$ cat config.mk
export PLATFORM = sky130hd
export DESIGN_NAME = sd_block_engine
export DESIGN_NICKNAME = d
export VERILOG_FILES = /design/src/rtl/sdblk_pkg.sv /design/src/rtl/sdblk_crc_lane.sv /design/src/rtl/sdblk_counter.sv /design/src/rtl/sd_block_engine.sv
export SDC_FILE = /design/constraint.sdc
export NUM_CORES = 1
export LEC_CHECK = 0
export ABC_AREA = 1
export BUFFER_PORTS_ARGS = -buffer_cell sky130_fd_sc_hd__buf_2
export CAP_MARGIN = 10
export CORE_MARGIN = 2
export CORE_UTILIZATION = 60
export CTS_CLUSTER_SIZE = 40
export DETAILED_ROUTE_END_ITERATION = 12
export GPL_TIMING_DRIVEN = 0
export PLACE_DENSITY = 0.91
export SKIP_CTS_REPAIR_TIMING = 1
export SYNTH_ARGS = -nofsm -noshare
export SYNTH_HDL_FRONTEND = slang
export SYNTH_SLANG_ARGS = --single-unit
$ cat constraint.sdc
create_clock -name clk -period 5.1 [get_ports clk]
set_input_delay 0.255 -clock clk [delete_from_list [all_inputs] [get_ports clk]]
set_output_delay 0.255 -clock clk [all_outputs]
set_load 0.005 [all_outputs]
$ cat src/rtl/sdblk_pkg.sv
package sdblk_pkg;

  typedef enum logic [3:0] {
    ST_IDLE,
    ST_WSTART,
    ST_WDATA,
    ST_WCRC,
    ST_WEND,
    ST_WTOKW,
    ST_WTOK,
    ST_WBUSY,
    ST_RWAIT,
    ST_RDATA,
    ST_RCRC,
    ST_REND
  } sdblk_state_e;

  localparam logic [15:0] SDBLK_CRC_POLY = 16'h1021;

endpackage

$ cat src/rtl/sdblk_crc_lane.sv
module sdblk_crc_lane #(
  parameter int                CRC_W = 16,
  parameter logic [CRC_W-1:0]  POLY  = 16'h1021
) (
  input  logic             clk,
  input  logic             rst_n,
  input  logic             clr,
  input  logic             en,
  input  logic             bit_i,
  output logic [CRC_W-1:0] crc_o
);

  logic [CRC_W-1:0] crc_q;
  logic [CRC_W-1:0] crc_d;
  logic             fb;

  always_comb begin
    fb    = crc_q[CRC_W-1] ^ bit_i;
    crc_d = crc_q;
    if (clr) begin
      crc_d = '0;
    end else if (en) begin
      crc_d = {crc_q[CRC_W-2:0], 1'b0} ^ (fb ? POLY : '0);
    end
  end

  always_ff @(posedge clk or negedge rst_n) begin
    if (!rst_n) crc_q <= '0;
    else        crc_q <= crc_d;
  end

  assign crc_o = crc_q;

  AST_CRC_HOLD_WHEN_OFF: assert property (@(posedge clk) disable iff (!rst_n)
    (!clr && !en) |=> $stable(crc_o));

endmodule

$ cat src/rtl/sdblk_counter.sv
module sdblk_counter #(
  parameter int W = 10
) (
  input  logic         clk,
  input  logic         rst_n,
  input  logic         clr,
  input  logic         inc,
  output logic [W-1:0] cnt_o
);

  logic [W-1:0] cnt_q;
  logic [W-1:0] cnt_d;

  always_comb begin
    cnt_d = cnt_q;
    if (clr)      cnt_d = '0;
    else if (inc) cnt_d = cnt_q + W'(1);
  end

  always_ff @(posedge clk or negedge rst_n) begin
    if (!rst_n) cnt_q <= '0;
    else        cnt_q <= cnt_d;
  end

  assign cnt_o = cnt_q;

endmodule

$ cat src/rtl/sd_block_engine.sv
module sd_block_engine
  import sdblk_pkg::*;
#(
  parameter int BLOCK_BYTES = 512,
  parameter int BYTE_W      = 8,
  parameter int CRC_W       = 16,
  parameter int IDX_W       = 6,
  parameter int WR_INDEX    = 24,
  parameter int RD_INDEX    = 17,
  parameter int TOK_BITS    = 8
) (
  input  logic              clk,
  input  logic              rst_n,
  input  logic              start,
  input  logic [IDX_W-1:0]  cmd_idx,
  input  logic [BYTE_W-1:0] tx_data,
  output logic              tx_pop,
  output logic              rx_push,
  output logic [BYTE_W-1:0] rx_data,
  input  logic [3:0]        dat_in,
  output logic [3:0]        dat_out,
  output logic              dat_oe,
  output logic              busy,
  output logic              done,
  output logic              crc_err
);

  localparam int LANES   = BYTE_W / 2;
  localparam int NIBBLES = BLOCK_BYTES * 2;
  localparam int CNT_W   = $clog2(NIBBLES);
  localparam logic [CNT_W-1:0] LAST_NIB = CNT_W'(NIBBLES - 1);
  localparam logic [CNT_W-1:0] LAST_CRC = CNT_W'(CRC_W - 1);
  localparam logic [CNT_W-1:0] LAST_TOK = CNT_W'(TOK_BITS - 2);

  sdblk_state_e st_q, st_d;
  logic [CNT_W-1:0]    cnt;
  logic                cnt_inc;
  logic [LANES-1:0]    hi_q;
  logic [TOK_BITS-2:0] tok_q;
  logic                err_q, err_d, err_en;
  logic                done_q;
  logic                accept;
  logic                writing, lane_en;
  logic [LANES-1:0]    crc_msb, crc_nz, lane_bit;
  logic [CRC_W-1:0]    lane_crc [LANES];

  // next-state logic
  always_comb begin
    st_d   = st_q;
    accept = 1'b0;
    unique case (st_q)
      ST_IDLE: begin
        if (start && cmd_idx == IDX_W'(WR_INDEX)) begin
          st_d = ST_WSTART; accept = 1'b1;
        end else if (start && cmd_idx == IDX_W'(RD_INDEX)) begin
          st_d = ST_RWAIT;  accept = 1'b1;
        end
      end
      ST_WSTART: st_d = ST_WDATA;
      ST_WDATA:  if (cnt == LAST_NIB) st_d = ST_WCRC;
      ST_WCRC:   if (cnt == LAST_CRC) st_d = ST_WEND;
      ST_WEND:   st_d = ST_WTOKW;
      ST_WTOKW:  if (!dat_in[0]) st_d = ST_WTOK;
      ST_WTOK:   if (cnt == LAST_TOK) st_d = ST_WBUSY;
      ST_WBUSY:  if (dat_in[0]) st_d = ST_IDLE;
      ST_RWAIT:  if (dat_in == '0) st_d = ST_RDATA;
      ST_RDATA:  if (cnt == LAST_NIB) st_d = ST_RCRC;
      ST_RCRC:   if (cnt == LAST_CRC) st_d = ST_REND;
      ST_REND:   st_d = ST_IDLE;
      default:   st_d = ST_IDLE;
    endcase
  end

  always_ff @(posedge clk or negedge rst_n) begin
    if (!rst_n) st_q <= ST_IDLE;
    else        st_q <= st_d;
  end

  assign cnt_inc = (st_q == ST_WDATA) || (st_q == ST_WCRC) || (st_q == ST_WTOK) ||
                   (st_q == ST_RDATA) || (st_q == ST_RCRC);

  sdblk_counter #(.W(CNT_W)) u_cnt (
    .clk   (clk),
    .rst_n (rst_n),
    .clr   (st_d != st_q),
    .inc   (cnt_inc),
    .cnt_o (cnt)
  );

  // per-line CRC
  assign writing = (st_q == ST_WDATA) || (st_q == ST_WCRC);
  assign lane_en = writing || (st_q == ST_RDATA) || (st_q == ST_RCRC);

  for (genvar i = 0; i < LANES; i++) begin : g_lane
    assign lane_bit[i] = writing ? dat_out[i] : dat_in[i];
    sdblk_crc_lane #(.CRC_W(CRC_W), .POLY(SDBLK_CRC_POLY)) u_crc (
      .clk   (clk),
      .rst_n (rst_n),
      .clr   (st_q == ST_IDLE),
      .en    (lane_en),
      .bit_i (lane_bit[i]),
      .crc_o (lane_crc[i])
    );
    assign crc_msb[i] = lane_crc[i][CRC_W-1];
    assign crc_nz[i]  = |lane_crc[i];
  end

  // bus drive
  always_comb begin
    dat_out = '0;
    unique case (st_q)
      ST_WDATA: dat_out = cnt[0] ? tx_data[LANES-1:0] : tx_data[BYTE_W-1:LANES];
      ST_WCRC:  dat_out = crc_msb;
      ST_WEND:  dat_out = '1;
      default:  dat_out = '0;
    endcase
  end

  assign dat_oe = (st_q == ST_WSTART) || writing || (st_q == ST_WEND);
  assign tx_pop = (st_q == ST_WDATA) && cnt[0];

  // receive side registers
  always_ff @(posedge clk or negedge rst_n) begin
    if (!rst_n) begin
      hi_q  <= '0;
      tok_q <= '0;
    end else begin
      if (st_q == ST_RDATA && !cnt[0]) hi_q <= dat_in;
      if (st_q == ST_WTOKW || st_q == ST_WTOK) tok_q <= {tok_q[TOK_BITS-3:0], dat_in[0]};
    end
  end

  assign rx_push = ((st_q == ST_RDATA) && cnt[0]) || ((st_q == ST_WTOK) && cnt == LAST_TOK);
  assign rx_data = (st_q == ST_WTOK) ? {tok_q, dat_in[0]} : {hi_q, dat_in};

  // status
  assign err_en = accept || (st_q == ST_REND);
  assign err_d  = (st_q == ST_REND) ? ((|crc_nz) || (dat_in != '1)) : 1'b0;

  always_ff @(posedge clk or negedge rst_n) begin
    if (!rst_n) begin
      err_q  <= 1'b0;
      done_q <= 1'b0;
    end else begin
      if (err_en) err_q <= err_d;
      done_q <= ((st_q == ST_WBUSY) && dat_in[0]) || (st_q == ST_REND);
    end
  end

  assign busy    = (st_q != ST_IDLE);
  assign done    = done_q;
  assign crc_err = err_q;

  AST_OE_ONLY_IN_WRITE: assert property (@(posedge clk) disable iff (!rst_n)
    dat_oe |-> busy);
  AST_START_NIBBLE_LOW: assert property (@(posedge clk) disable iff (!rst_n)
    $rose(dat_oe) |-> (dat_out == '0));
  AST_POP_WHILE_DRIVING: assert property (@(posedge clk) disable iff (!rst_n)
    tx_pop |-> dat_oe);
  AST_NO_PUSH_WHILE_DRIVING: assert property (@(posedge clk) disable iff (!rst_n)
    rx_push |-> !dat_oe);
  AST_DONE_SINGLE: assert property (@(posedge clk) disable iff (!rst_n)
    done |=> !done);
  AST_ERR_HELD_IDLE: assert property (@(posedge clk) disable iff (!rst_n)
    (!busy && !start) |=> $stable(crc_err));
  AST_START_IGNORED_BUSY: assert property (@(posedge clk) disable iff (!rst_n)
    (busy && start && st_q == ST_RDATA) |=> !dat_oe);

endmodule

After elaboration in Yosys (flattened, before gate mapping). Index checks and enable logic that the tools add are counted.

Bits in registers: 91. Input bits: 21. Output and inout bits: 18. Word-level logic and storage cells: 100.

$add $sub $neg: 1. Equality and inequality tests: 18. Muxes and demuxes: 36. Bitwise gates (word level): 8. Reduce and logical (&&, ||, !) cells: 27.

Operator list (number): two-way mux 16 bit (8); OR reduction 64 bit (1); XOR 16 bit (4); two-way mux 13 bit (4); two-way mux 4 bit (11); case mux 4 bit (11 select lines) (1); two-way mux 10 bit (2); == test 4 x 3 -> 1 bit, second input constant (4); == test 4 bit, second input constant (4); logical OR 1 bit (13); == test 6 x 5 -> 1 bit, second input constant (2); case mux 4 bit (3 select lines) (1); adder 10 x 1 -> 10 bit, second input constant (1); == test 10 bit, second input constant (1); == test 10 x 3 -> 1 bit, second input constant (1); == test 10 x 4 -> 1 bit, second input constant (1); == test 4 x 2 -> 1 bit, second input constant (2); logical NOT 4 bit (2); two-way mux 1 bit (8); two-way mux 8 bit (1); logical AND 1 bit (7); == test 4 x 1 -> 1 bit, second input constant (1); != test 4 bit (1); != test 4 bit, second input constant (1); other kinds (4) (8).

Depth between registers and ports, before layout.
Depth after elaboration: 8. Mapped depth: 13. Depth with buffers taken out: 12.

Modules after synthesis. A second synthesis with hierarchy kept.

Cell total of the unflattened synthesis: 593. Area, all modules: 4908.5 sq um.

By module, submodules not included: sdblk_crc_lane (instances 4, cells an instance 69, area each 719.4 sq um, sequential area each 400.4 sq um); sd_block_engine (instances 1, cells an instance 244, area each 1485.2 sq um, sequential area each 425.4 sq um); sdblk_counter (instances 1, cells an instance 73, area each 545.5 sq um, sequential area each 250.2 sq um).

Worst setup path after synthesis. Ideal clock, no wire load.

Path kind: register to register. Start: register u_cnt.cnt_q[0], in the netlist u_cnt.cnt_o[0]. End: register u_cnt.cnt_q[0], in the netlist u_cnt.cnt_o[0]. Setup time: 120 ps. Arrival: 1594 ps. Required time: 4980 ps. Setup slack: 3386 ps. Cell stages (with the launch flop): 12. Path buffers: 0. Clock period less this slack: 1714 ps. Cells stage by stage: dfrtp_1 > ha_1 > nand3_1 > clkinv_1 > nand3_1 > nand2_1 > nor2_1 > nand2_2 > nand2_1 > nand2_1 > nand2_4 > nor2_2.

Word-level cells in the longest chain between the ends: 5. Elaborated cells on any way between the ends: 14. Those cells by class: add/sub: 1; eq/ne: 4; mux: 8; reduce/logical: 1.

RTL lines: from (decl) (RTL line sdblk_counter.sv:11) `logic [W-1:0] cnt_q;`; from (signal assigned) (RTL line sdblk_counter.sv:22) `else cnt_q <= cnt_d;`; == test 10 x 4 -> 1 bit, or another cell as far along (RTL line sd_block_engine.sv:61, sd_block_engine.sv:68); two-way mux 4 bit, on equally long branches; case mux 4 bit (11 select lines) * (RTL line sd_block_engine.sv:51) `unique case (st_q)`; net st_d[0] (RTL line sd_block_engine.sv:35) `sdblk_state_e st_q, st_d;`; != test 4 bit * (RTL line sd_block_engine.sv:85) `.clr (st_d != st_q),`; two-way mux 10 bit / nonzero test 2 bit (equally long branches).

Mark *: on every way through the listed nets, which the timed path passes. The rest lies on a longest branch. The select of a mux whose other input is x is not followed. A chain may end at the register's enable or synchronous reset.

Final worst setup path.
Start: register st_q[3]. End: output dat_out[2].

Word-level cells in the longest chain between the ends: 2. Elaborated cells on any way between the ends: 4. Those cells by class: eq/ne: 3; mux: 1.

RTL lines: from (decl) (RTL line sd_block_engine.sv:35); from (signal assigned) (RTL line sd_block_engine.sv:76) `else st_q <= st_d;`; == test 4 x 3 -> 1 bit / == test 4 x 2 -> 1 bit (equally long branches) (RTL line sd_block_engine.sv:111) `unique case (st_q)`; case mux 4 bit (3 select lines) * (RTL line sd_block_engine.sv:111); to (decl) (RTL line sd_block_engine.sv:21) `output logic [3:0] dat_out,`.

Mark *: on every way between the ends. The rest lies on a longest branch, timed or not.

==> impl_metrics.py <==
metrics = {
    "run_status": {
        "status": "completed",
    },
    "sta": {
        "fin_tns_setup_ns": 0,
        "hold_slack_ns": 0.2184,
        "maxSlewViolCount": 0,
        "post-route-period-util": 0.4090,
        "fmax_mhz": 479.5,
        "grt_setup_unrepaired": "no",
        "period_minus_slack_ns": 2.086,
        "fin_skew_ns": 0.01188,
        "hold_violations": 0,
        "worst_pin_slew_ns": 0.5925,
        "setup_viol": 0,
        "relSlewSlack": 0.6050,
    },
    "setup_path": {
        "endpoint_kind": "output port",
        "r2r_setup_slack_ns": 3.08,
        "critical_path_required_ns": 4.85,
        "path_delay_family": "simple AND/OR/NAND/NOR gates",
        "cp-start-kind": "register",
        "critPathMaxStageDelay_ns": 0.45,
        "path_buf_inv": 3,
        "crit_end": "dat_out[2]",
        "cp.depth": 8,
        "r2r_end": "u_cnt.cnt_o[9]$_DFFE_PN0P_",
        "critPathKind": "register to output port",
        "r2r_cells": 11,
        "r2r-start": "u_cnt.cnt_o[0]$_DFFE_PN0P_",
        "worstPathMaxFanout": 5,
        "slowest_stage": "dfrtp_1",
        "cp_data_arrival_time_ns": 1.83,
        "path_cells": "inv_1 -> nand2_2 -> nor2_2 -> nand2_1 -> o21ai_0 -> inv_1 -> nand2_1 -> buf_2",
        "cp-startpoint": "st_q[3]$_DFF_PN0_",
    },
    "power": {
        "powerDensity_nw_per_um2": 463.0,
        "peakVddDrop_mv": 0.1936,
        "total_power_mw": 2.382,
        "p_leak_nw": 2.516,
    },
    "final_layout": {
        "design_area_um2": 5144,
        "area_growth_pct": 12.20,
        "final_cell_mix": "nand2_1 (110), inv_1 (95), dfrtp_1 (91)",
        "layout_commonest_cell": "nand2_1",
        "drive_above_1_share": 0.1882,
        "nets": 629,
        "diodes": 0,
        "fillers": 549,
    },
    "floorplanning": {
        "ios": 39,
        "die_h_um": 91.41,
        "fp.coreArea_um2": 7331,
        "dieArea_um2": 8356,
        "start_util": 0.6254,
        "rows": 31,
        "dieWidth_um": 91.41,
    },
    "grt": {
        "antenna_found_initial": 0,
        "grt_max_degree": 47,
        "grt_first_pass_wirelength_um": 18740,
        "grt_pass1_vias": 4008,
        "grt_overflow_total": 0,
        "gr-usage-all-layers": 0.2823,
    },
    "clock_network": {
        "worstSkewPairLatency_ns": 0.37,
        "numCtsBuffers": 9,
        "clk_pin_slew_ns": 0.08,
        "root_buffer": "clkbuf_8",
        "clock_sinks": 91,
        "cts_tree": "built",
        "cts_buffer_depth": 2,
        "htree_levels": 3,
    },
    "synthesis": {
        "syn_nets": 578,
        "synth_seq_cells": 91,
        "syn-instance-count": 555,
        "ys_types": 30,
        "syn-cell-area_um2": 4584,
        "yosysWarnings": 0,
        "avgSynthCellArea_um2": 8.260,
        "synth_flop_cell": "dfrtp_1",
        "ys_seq_area_frac": 0.4967,
        "synthArstFlopShare": 1.000,
        "synth-edff-count": 0,
    },
    "worst_hold_path": {
        "hold_path.class": "input port to register",
    },
    "drt": {
        "drc": 0,
        "wl_per_cell_um": 15.96,
        "vias_per_cell": 5.869,
        "wirelength_um": 11330,
        "initialDrtViolationCount": 319,
        "drtPass1Iterations": 6,
        "drtAntennaViolNets": 0,
        "vias": 4167,
    },
    "job": {
        "drv_cap": 0,
    },
    "placed_design": {
        "port_buffers": 38,
        "hpwl_um": 8041,
        "placed_cell_area_um2": 4928,
        "place_congestion": 0.9161,
    },
}
## cell usage after synthesis, drive strengths merged, types with 4 or more instances
master,n,area share
inv,105,0.086
dfrtp,91,0.50
nand3,42,0.046
o21ai,30,0.033
o22ai,55,0.081
a21oi,4,0.0044
nor4,7,0.0096
nor2,46,0.052
nand2,120,0.11
xor2,7,0.013
nand4,18,0.025
nor3,4,0.0044
buf,15,0.023
## final cells by class
class	instances	area, µm²	area share
sequential	91	2277	0.4427
timing repair buffer	40	230.2	0.04476
clock buffer	13	158.9	0.03089
tap	99	123.9	0.02408
multi-input combinational	341	1794	0.3488
clock inverter	3	46.29	0.009000
inverter	106	397.9	0.07735
buffer	17	115.1	0.02238
## sequential cells by signal (all words and copies together), names as in the netlist
| signal | flops |
|---|---|
| hi_q | 4 |
| done | 1 |
| st_q | 4 |
| crc_err | 1 |
| tok_q | 7 |
| u_cnt.cnt_o | 10 |
| g_lane.u_crc.crc_o | 64 |
## through the flow
step           utilization  setup WS, ns  std cells
4_1_cts             0.7003         3.029        709
5_1_grt             0.7017         2.877        710
3_3_place_gp        0.6682         3.042        692
6_report            0.7017         3.014        710
3_5_place_dp        0.6723         3.127        693
2_1_floorplan            -         3.386        555
## cell families (layout without fill, tap and decap cells)
kind of cell / Yosys count / count (layout) / share of synthesized area
muxes: 2 / 2 / 0.004912
DFF: 91 / 91 / 0.4967
buffers and inverters: 123 / 179 / 0.1119
and+or+nand+nor: 238 / 238 / 0.2451
adders and majority gates: 2 / 2 / 0.005458
xor gates and xnor gates: 8 / 8 / 0.01528
AOI/OAI and AO/OA: 91 / 91 / 0.1206
## worst min path at each step
stage	startpoint	endpoint	slack (ns)	cells past startpoint
2_1_floorplan	rst_n	crc_err$_DFFE_PN0P_	-0.04	0
3_3_place_gp	tok_q[0]$_DFFE_PN0P_	tok_q[0]$_DFFE_PN0P_	0.47	2
3_5_place_dp	rst_n	g_lane[2].u_crc.crc_o[8]$_DFFE_PN0P_	0.30	1
4_1_cts	rst_n	g_lane[2].u_crc.crc_o[12]$_DFFE_PN0P_	-0.1	1
5_1_grt	dat_in[3]	hi_q[3]$_DFFE_PN0P_	0.22	2
6_report	dat_in[3]	hi_q[3]$_DFFE_PN0P_	0.22	2
## worst register-to-register path, cell delays in order, from the launching register on
cell and delay [ns]:
dfrtp_1 0.49, ha_1 0.26, nand3_1 0.09, clkinv_1 0.23, nand3_1 0.16, nand2_1 0.06
nor2_1 0.16, nand2_2 0.07, nand2_1 0.06, nand2_1 0.09, nand2_4 0.19, nor2_2 0.05
## report_power, final
part / switching, mW / total, mW / internal, mW
logic: 0.657 / 0.971 / 0.314
registers: 0.0618 / 0.903 / 0.841
clock network: 0.253 / 0.508 / 0.255
total: 0.972 / 2.38 / 1.41
## routing by layer
layer  wire length [µm]  up-vias  track usage  share of wire
li1                   -     1916            -              -
met1               4604     1959       0.3758           0.41
met2               5444      255       0.4479           0.48
met3                908       37      0.04149          0.080
met4                376        0       0.1490          0.033
met5                  0        -            0              0
Power figures use the tool's default switching activity.
